`config.mk`:
```
export PLATFORM = sky130hd
export DESIGN_NAME = spi_rdseq
export DESIGN_NICKNAME = d
export VERILOG_FILES = /design/src/rtl/spi_rdseq_pkg.sv /design/src/rtl/spi_rdseq_tick.sv /design/src/rtl/spi_rdseq_shift.sv /design/src/rtl/spi_rdseq_collect.sv /design/src/rtl/spi_rdseq_ctrl.sv /design/src/rtl/spi_rdseq.sv
export SDC_FILE = /design/constraint.sdc
export NUM_CORES = 1
export LEC_CHECK = 0
export ABC_AREA = 1
export BUFFER_PORTS_ARGS = -buffer_cell sky130_fd_sc_hd__buf_2
export CAP_MARGIN = 0
export CORE_ASPECT_RATIO = 0.9
export CORE_UTILIZATION = 54
export DETAILED_ROUTE_END_ITERATION = 8
export PLACE_DENSITY = 0.75
export SYNTH_ARGS = -nofsm -noshare
export SYNTH_HDL_FRONTEND = slang
export SYNTH_HIERARCHICAL = 1
export SYNTH_SLANG_ARGS = --single-unit
```
`constraint.sdc`:
```
create_clock -name clk -period 5.1 [get_ports clk]
set_clock_uncertainty 0.05 [all_clocks]
set_input_delay 0.51 -clock clk [delete_from_list [all_inputs] [get_ports clk]]
set_output_delay 0.51 -clock clk [all_outputs]
set_load 0.05 [all_outputs]
```
`src/rtl/spi_rdseq_pkg.sv`:
```
package spi_rdseq_pkg;

  localparam int unsigned FRAME_W = 8;
  localparam int unsigned ADDR_W  = 6;

  typedef enum logic [2:0] {
    ST_IDLE,
    ST_LEAD,
    ST_LOW,
    ST_HIGH,
    ST_FIN
  } seq_st_e;

  // Command byte: read flag on top, multi-byte flag below it, then address
  function automatic logic [FRAME_W-1:0] build_cmd(input logic [ADDR_W-1:0] a,
                                                   input logic multi);
    return {1'b1, multi, a};
  endfunction

endpackage

```
`src/rtl/spi_rdseq_tick.sv`:
```
module spi_rdseq_tick #(
  parameter int unsigned DIV_W = 8
) (
  input  logic             clk,
  input  logic             rst,
  input  logic             run,
  input  logic [DIV_W-1:0] half_q,
  output logic             tick
);

  logic [DIV_W-1:0] cnt;

  // One tick every half_q+1 cycles while running
  assign tick = run && (cnt == half_q);

  always_ff @(posedge clk) begin
    if (rst || !run || tick) cnt <= '0;
    else                     cnt <= cnt + DIV_W'(1);
  end

endmodule

```
`src/rtl/spi_rdseq_shift.sv`:
```
module spi_rdseq_shift
  import spi_rdseq_pkg::*;
(
  input  logic               clk,
  input  logic               rst,
  input  logic               load,
  input  logic [FRAME_W-1:0] cmd,
  input  logic               drive,
  input  logic               sample,
  input  logic               miso,
  output logic               mosi,
  output logic [FRAME_W-1:0] rx_byte,
  output logic               byte_done
);

  localparam int unsigned BIT_W = $clog2(FRAME_W);

  logic [FRAME_W-1:0] tx_sr;
  logic [FRAME_W-1:0] rx_sr;
  logic [BIT_W-1:0]   bit_idx;

  assign rx_byte = rx_sr;

  always_ff @(posedge clk) begin
    if (rst) begin
      tx_sr     <= '0;
      rx_sr     <= '0;
      bit_idx   <= '0;
      mosi      <= 1'b0;
      byte_done <= 1'b0;
    end else begin
      byte_done <= 1'b0;
      if (load) begin
        tx_sr   <= cmd;
        bit_idx <= '0;
        mosi    <= 1'b0;
      end
      // After the command has left, zeros remain: dummy bytes
      if (drive) begin
        mosi  <= tx_sr[FRAME_W-1];
        tx_sr <= {tx_sr[FRAME_W-2:0], 1'b0};
      end
      if (sample) begin
        rx_sr   <= {rx_sr[FRAME_W-2:0], miso};
        bit_idx <= bit_idx + BIT_W'(1);
        if (bit_idx == BIT_W'(FRAME_W - 1)) byte_done <= 1'b1;
      end
    end
  end

endmodule

```
`src/rtl/spi_rdseq_collect.sv`:
```
module spi_rdseq_collect
  import spi_rdseq_pkg::*;
#(
  parameter int unsigned BURST_W = 3
) (
  input  logic                                 clk,
  input  logic                                 rst,
  input  logic                                 load,
  input  logic                                 byte_done,
  input  logic [FRAME_W-1:0]                   rx_byte,
  input  logic                                 commit,
  output logic [FRAME_W*(2**BURST_W)-1:0]      rd_data
);

  localparam int unsigned MAX_BYTES = 2 ** BURST_W;
  localparam int unsigned IDX_W     = BURST_W + 1;
  localparam int unsigned RES_W     = FRAME_W * MAX_BYTES;

  logic [IDX_W-1:0] idx;     // 0 is the command echo
  logic [RES_W-1:0] stage;

  always_ff @(posedge clk) begin
    if (rst || load)    idx <= '0;
    else if (byte_done) idx <= idx + IDX_W'(1);
  end

  // Staging lanes; index 0 never written so the command echo is dropped
  for (genvar g = 0; g < MAX_BYTES; g++) begin : g_lane
    logic [FRAME_W-1:0] lane_q;
    always_ff @(posedge clk) begin
      if (rst || load)                                   lane_q <= '0;
      else if (byte_done && (idx == IDX_W'(g + 1)))      lane_q <= rx_byte;
    end
    assign stage[g*FRAME_W +: FRAME_W] = lane_q;
  end

  // Result published only after chip select is released
  always_ff @(posedge clk) begin
    if (rst)         rd_data <= '0;
    else if (commit) rd_data <= stage;
  end

endmodule

```
`src/rtl/spi_rdseq_ctrl.sv`:
```
module spi_rdseq_ctrl
  import spi_rdseq_pkg::*;
#(
  parameter int unsigned DIV_W   = 8,
  parameter int unsigned BURST_W = 3
) (
  input  logic               clk,
  input  logic               rst,
  input  logic               start,
  input  logic [BURST_W-1:0] burst_len,
  input  logic [DIV_W-1:0]   half_per,
  input  logic               tick,
  output logic [DIV_W-1:0]   half_q,
  output logic               run,
  output logic               load,
  output logic               drive,
  output logic               sample,
  output logic               commit,
  output logic               sck,
  output logic               cs_n,
  output logic               busy,
  output logic               done
);

  localparam int unsigned CNT_W = BURST_W + 5;

  seq_st_e          st;
  logic [CNT_W-1:0] bits_left;

  assign run    = (st == ST_LEAD) || (st == ST_LOW) || (st == ST_HIGH);
  assign load   = (st == ST_IDLE) && start;          // busy start ignored
  assign drive  = tick && ((st == ST_LEAD) || ((st == ST_HIGH) && (bits_left != '0)));
  assign sample = tick && (st == ST_LOW);
  assign commit = (st == ST_FIN);

  always_ff @(posedge clk) begin
    if (rst) begin
      st        <= ST_IDLE;
      sck       <= 1'b1;
      cs_n      <= 1'b1;
      busy      <= 1'b0;
      done      <= 1'b0;
      half_q    <= '0;
      bits_left <= '0;
    end else begin
      done <= 1'b0;
      unique case (st)
        ST_IDLE: if (start) begin
          half_q    <= half_per;
          bits_left <= (CNT_W'(burst_len) + CNT_W'(2)) << 3;
          cs_n      <= 1'b0;
          busy      <= 1'b1;
          st        <= ST_LEAD;
        end
        ST_LEAD: if (tick) begin                     // lead guard
          sck <= 1'b0;
          st  <= ST_LOW;
        end
        ST_LOW: if (tick) begin
          sck       <= 1'b1;
          bits_left <= bits_left - CNT_W'(1);
          st        <= ST_HIGH;
        end
        ST_HIGH: if (tick) begin
          if (bits_left == '0) begin                 // trail guard
            cs_n <= 1'b1;
            st   <= ST_FIN;
          end else begin
            sck <= 1'b0;
            st  <= ST_LOW;
          end
        end
        ST_FIN: begin
          done <= 1'b1;
          busy <= 1'b0;
          st   <= ST_IDLE;
        end
        default: st <= ST_IDLE;
      endcase
    end
  end

endmodule

```
`src/rtl/spi_rdseq.sv`:
```
module spi_rdseq
  import spi_rdseq_pkg::*;
#(
  parameter int unsigned DIV_W   = 8,
  parameter int unsigned BURST_W = 3
) (
  input  logic                              clk,
  input  logic                              rst,
  input  logic                              start,
  input  logic [ADDR_W-1:0]                 addr,
  input  logic [BURST_W-1:0]                burst_len,
  input  logic [DIV_W-1:0]                  half_per,
  output logic                              busy,
  output logic                              done,
  output logic [FRAME_W*(2**BURST_W)-1:0]   rd_data,
  output logic                              sck,
  output logic                              cs_n,
  output logic                              mosi,
  input  logic                              miso
);

  logic [DIV_W-1:0]   half_q;
  logic               run, tick, load, drive, sample, commit;
  logic               byte_done;
  logic [FRAME_W-1:0] rx_byte;
  logic [FRAME_W-1:0] cmd;

  assign cmd = build_cmd(addr, burst_len != '0);

  spi_rdseq_ctrl #(.DIV_W(DIV_W), .BURST_W(BURST_W)) u_ctrl (
    .clk(clk), .rst(rst), .start(start), .burst_len(burst_len),
    .half_per(half_per), .tick(tick), .half_q(half_q), .run(run),
    .load(load), .drive(drive), .sample(sample), .commit(commit),
    .sck(sck), .cs_n(cs_n), .busy(busy), .done(done)
  );

  spi_rdseq_tick #(.DIV_W(DIV_W)) u_tick (
    .clk(clk), .rst(rst), .run(run), .half_q(half_q), .tick(tick)
  );

  spi_rdseq_shift u_shift (
    .clk(clk), .rst(rst), .load(load), .cmd(cmd), .drive(drive),
    .sample(sample), .miso(miso), .mosi(mosi), .rx_byte(rx_byte),
    .byte_done(byte_done)
  );

  spi_rdseq_collect #(.BURST_W(BURST_W)) u_collect (
    .clk(clk), .rst(rst), .load(load), .byte_done(byte_done),
    .rx_byte(rx_byte), .commit(commit), .rd_data(rd_data)
  );

endmodule

```
==> flow_summary.toml <==
[critical_path]
critPathCaptureType = "register"
startpoint = "u_ctrl/st[2]$_SDFFE_PP0P_"
cp-start-kind = "register"
r2r_slack_ns = 2.39
cp_max_fo = 36
required_ns = 5.41
worstSetupPathType = "reg2reg"
r2r_start = "u_ctrl/st[2]$_SDFFE_PP0P_"
crit_arrival_ns = 3.02
r2r-end = "u_collect/g_lane[2].lane_q[2]$_SDFFE_PP0P_"
reg2reg_depth = 7
crit_end = "u_collect/g_lane[2].lane_q[2]$_SDFFE_PP0P_"

[sta]
worst-slew-pin-transition_ns = 1.01
min_period_ns = 2.71
maxSlewViolCount = 0
slew_headroom_pct = 32.9
setup_tns_ns = 0
period_share_pct = 53.1
rsz0062_at_grt = "no"
hold_viol_final = 0
setup_viol = 0
fmax_mhz = 369

[worst_hold_path]
worstHoldStart = "miso"
hp-class = "in2reg"

[yosys]
ys_seq_elements = 184
yosysSeqAreaShare_pct = 48.6
netlist_area_sq_mm = 0.00758
netlist_instances = 1048
yosysUniqueCellTypes = 30
avgSynthCellArea_sq_um = 7.23
yosys_warnings = 6
syn_nets = 1079

[power]
power.internal_mw = 2.31
switching_share_pct = 23.8
p_per_area_mw_per_mm2 = 352
leakagePower_nw = 3.55
ir_drop_v = 0.000286
switching_power_mw = 0.724
power.share.clock_pct = 44.6
seqPwrFrac_pct = 48.6
p_comb_share_pct = 6.8

[floorplanning]
top_level_ports = 90
initial_core_util_pct = 56.1
die_x_microns = 127
die_h_microns = 114
die-area_sq_mm = 0.0145
core-area_sq_mm = 0.0135
core.rowCount = 40

[grt]
grt_usage_pct = 23.7
grt_pass1_vias = 5735
overflow = 0
antenna_found_initial = 0
grt_pass1_wl_mm = 27.1
grt_max_degree = 85

[placed_design]
finalWeightedCongestion = 0.833
port_buffers = 89
hpwl_mm = 10.4

[cts]
cts_tree = "done"
cts_resized = 0
clkTransAtPathRegs_ns = 0.07
cts_setup_buffers = 0
cts_buffers = 17
ctsHtreeMaxLevel = 4
ctsRootBufferMaster = "clkbuf_16"
clockBufferDepth = 2
hold_buffers = 0
clock_sinks = 184
clock_latency_ns = 0.43

[final_layout]
n_antenna_cell = 0
postLayoutCoreUtil_pct = 63.9
drive_above_1_share_pct = 14.4
syn2layout_area_growth_pct = 13.8
nNetsFinal = 1147

[routing]
routedWlPerCell_microns = 12.5
vias_per_cell = 5.02
drtPass1Iterations = 5
drtIter0Drc = 414
drc_errors = 0
vias = 6507
ant_nets = 0
wl_mm = 16.2

[outcome]
status = "complete, no violations"

[run]
drv_cap = 0
registers in the layout, indices dropped and copies added (netlist names):
signal	cells
u_shift/mosi	1
u_ctrl/busy	1
u_ctrl/st	3
u_collect/rd_data	64
u_shift/tx_sr	8
u_collect/idx	4
u_ctrl/half_q	8
u_ctrl/done	1
u_tick/cnt	8
u_ctrl/cs_n	1
u_shift/bit_idx	3
u_collect/g_lane.lane_q	64
u_shift/rx_byte	8
u_ctrl/bits_left	8
u_ctrl/sck	1
u_shift/byte_done	1
cells by family after synthesis:
family	count (synthesis)	synth area share, %
AO/OA/AOI/OAI	111	7.41
flip-flops	184	48.6
other	1	0.0495
buffers and inverters	115	6.92
XOR/XNOR	9	1.04
AND/OR/NAND/NOR	618	34.3
adder cells (fa/ha/maj)	10	1.65
synthesized netlist by cell type:
master	number	area share, %
nor2_1	195	9.7
xnor2_1	1	0.12
nand2_1	307	15
o21ai_1	1	0.066
ha_1	10	1.7
inv_4	1	0.083
a21oi_1	87	5.7
nand3b_1	1	0.099
nand3_2	4	0.53
conb_1	1	0.049
clkbuf_1	15	0.74
buf_2	15	0.99
nor3_1	2	0.13
nor2_8	1	0.26
inv_1	63	3.1
xor2_1	8	0.92
a211oi_1	1	0.099
buf_4	3	0.30
buf_1	3	0.15
o21ai_0	21	1.4
buf_6	8	1.2
nand2_4	3	0.45
nand2_2	6	0.50
nand3_1	84	5.5
clkinv_1	1	0.049
nor2_4	11	1.6
nor2_2	4	0.33
a21oi_2	1	0.12
dfxtp_1	184	49
inv_2	6	0.30
layout make-up:
cell class                 instances  area [sq um]
clock inverter                    14           171
fill                            1232          4880
clock buffer                      18           439
sequential                       184          3680
inverter                          71           269
timing repair buffer              93           475
multi-input combinational        749          3380
tap                              168           210
metrics by stage:
step           instance area [sq um]  hold slack (ns)  std cells  power (mW)  worst slack, ns
6_report                        8630            0.260       1297        3.04             2.39
4_1_cts                         8630            0.245       1297        3.06             2.37
5_1_grt                         8630            0.268       1297        3.15             2.12
3_3_place_gp                    8020            0.384       1265        1.71             2.40
2_1_floorplan                   7580            0.382       1048        1.67             3.03
3_5_place_dp                    8020            0.389       1265        1.71             2.32
worst max-delay path, cell delays in order (launching register included):
cell      delay (ns)
dfxtp_1         0.44
nor2_4          0.09
nand3_2         0.22
clkinv_1        0.44
nor2_4          0.71
buf_4           0.45
nand2_1         0.11
nor2_1          0.11
cell usage in the layout, fill, tap and decap left out, types with 3 or more instances in the layout:
cell type / n
nor2_1: 194
inv_2: 6
ha_1: 10
inv_1: 62
xor2_1: 8
nor2_2: 4
clkinvlp_4: 6
nand3_2: 4
nand3_1: 84
nand2_4: 3
dfxtp_1: 184
a21oi_1: 87
buf_2: 89
o21ai_0: 21
nand2_2: 6
bufinv_16: 3
nand2_1: 307
nor2_4: 12
buf_4: 4
inv_6: 3
clkbuf_16: 17
worst min path at each step:
stage,end,slack (ns),cells after the start
floorplan,u_shift/bit_idx[0]$_SDFFE_PP0P_,0.38,1
global placement,u_ctrl/cs_n$_SDFFE_PP1P_,0.38,2
detailed placement,u_ctrl/sck$_SDFFE_PP1P_,0.39,2
CTS,u_shift/rx_byte[0]$_SDFFE_PP0P_,0.25,3
global route,u_ctrl/half_q[0]$_SDFFE_PP0P_,0.27,3
finish,u_shift/rx_byte[0]$_SDFFE_PP0P_,0.26,3
routing by layer:
| layer | routed length (microns) | GRT usage, % |
|---|---|---|
| met3 | 922 | 5.93 |
| met5 | 0 | 0 |
| met4 | 147 | 8.10 |
| met2 | 7300 | 36.7 |
| met1 | 7850 | 32.1 |
power by group through the flow:
| stage | sequential [mW] | clock, mW | combinational (mW) |
|---|---|---|---|
| floorplan | 1.51 | 0 | 0.157 |
| global placement | 1.51 | 0 | 0.200 |
| detailed placement | 1.51 | 0 | 0.203 |
| CTS | 1.48 | 1.38 | 0.206 |
| global route | 1.48 | 1.44 | 0.237 |
| finish | 1.48 | 1.35 | 0.205 |
Note: power is estimated with default switching activity, not from simulation.
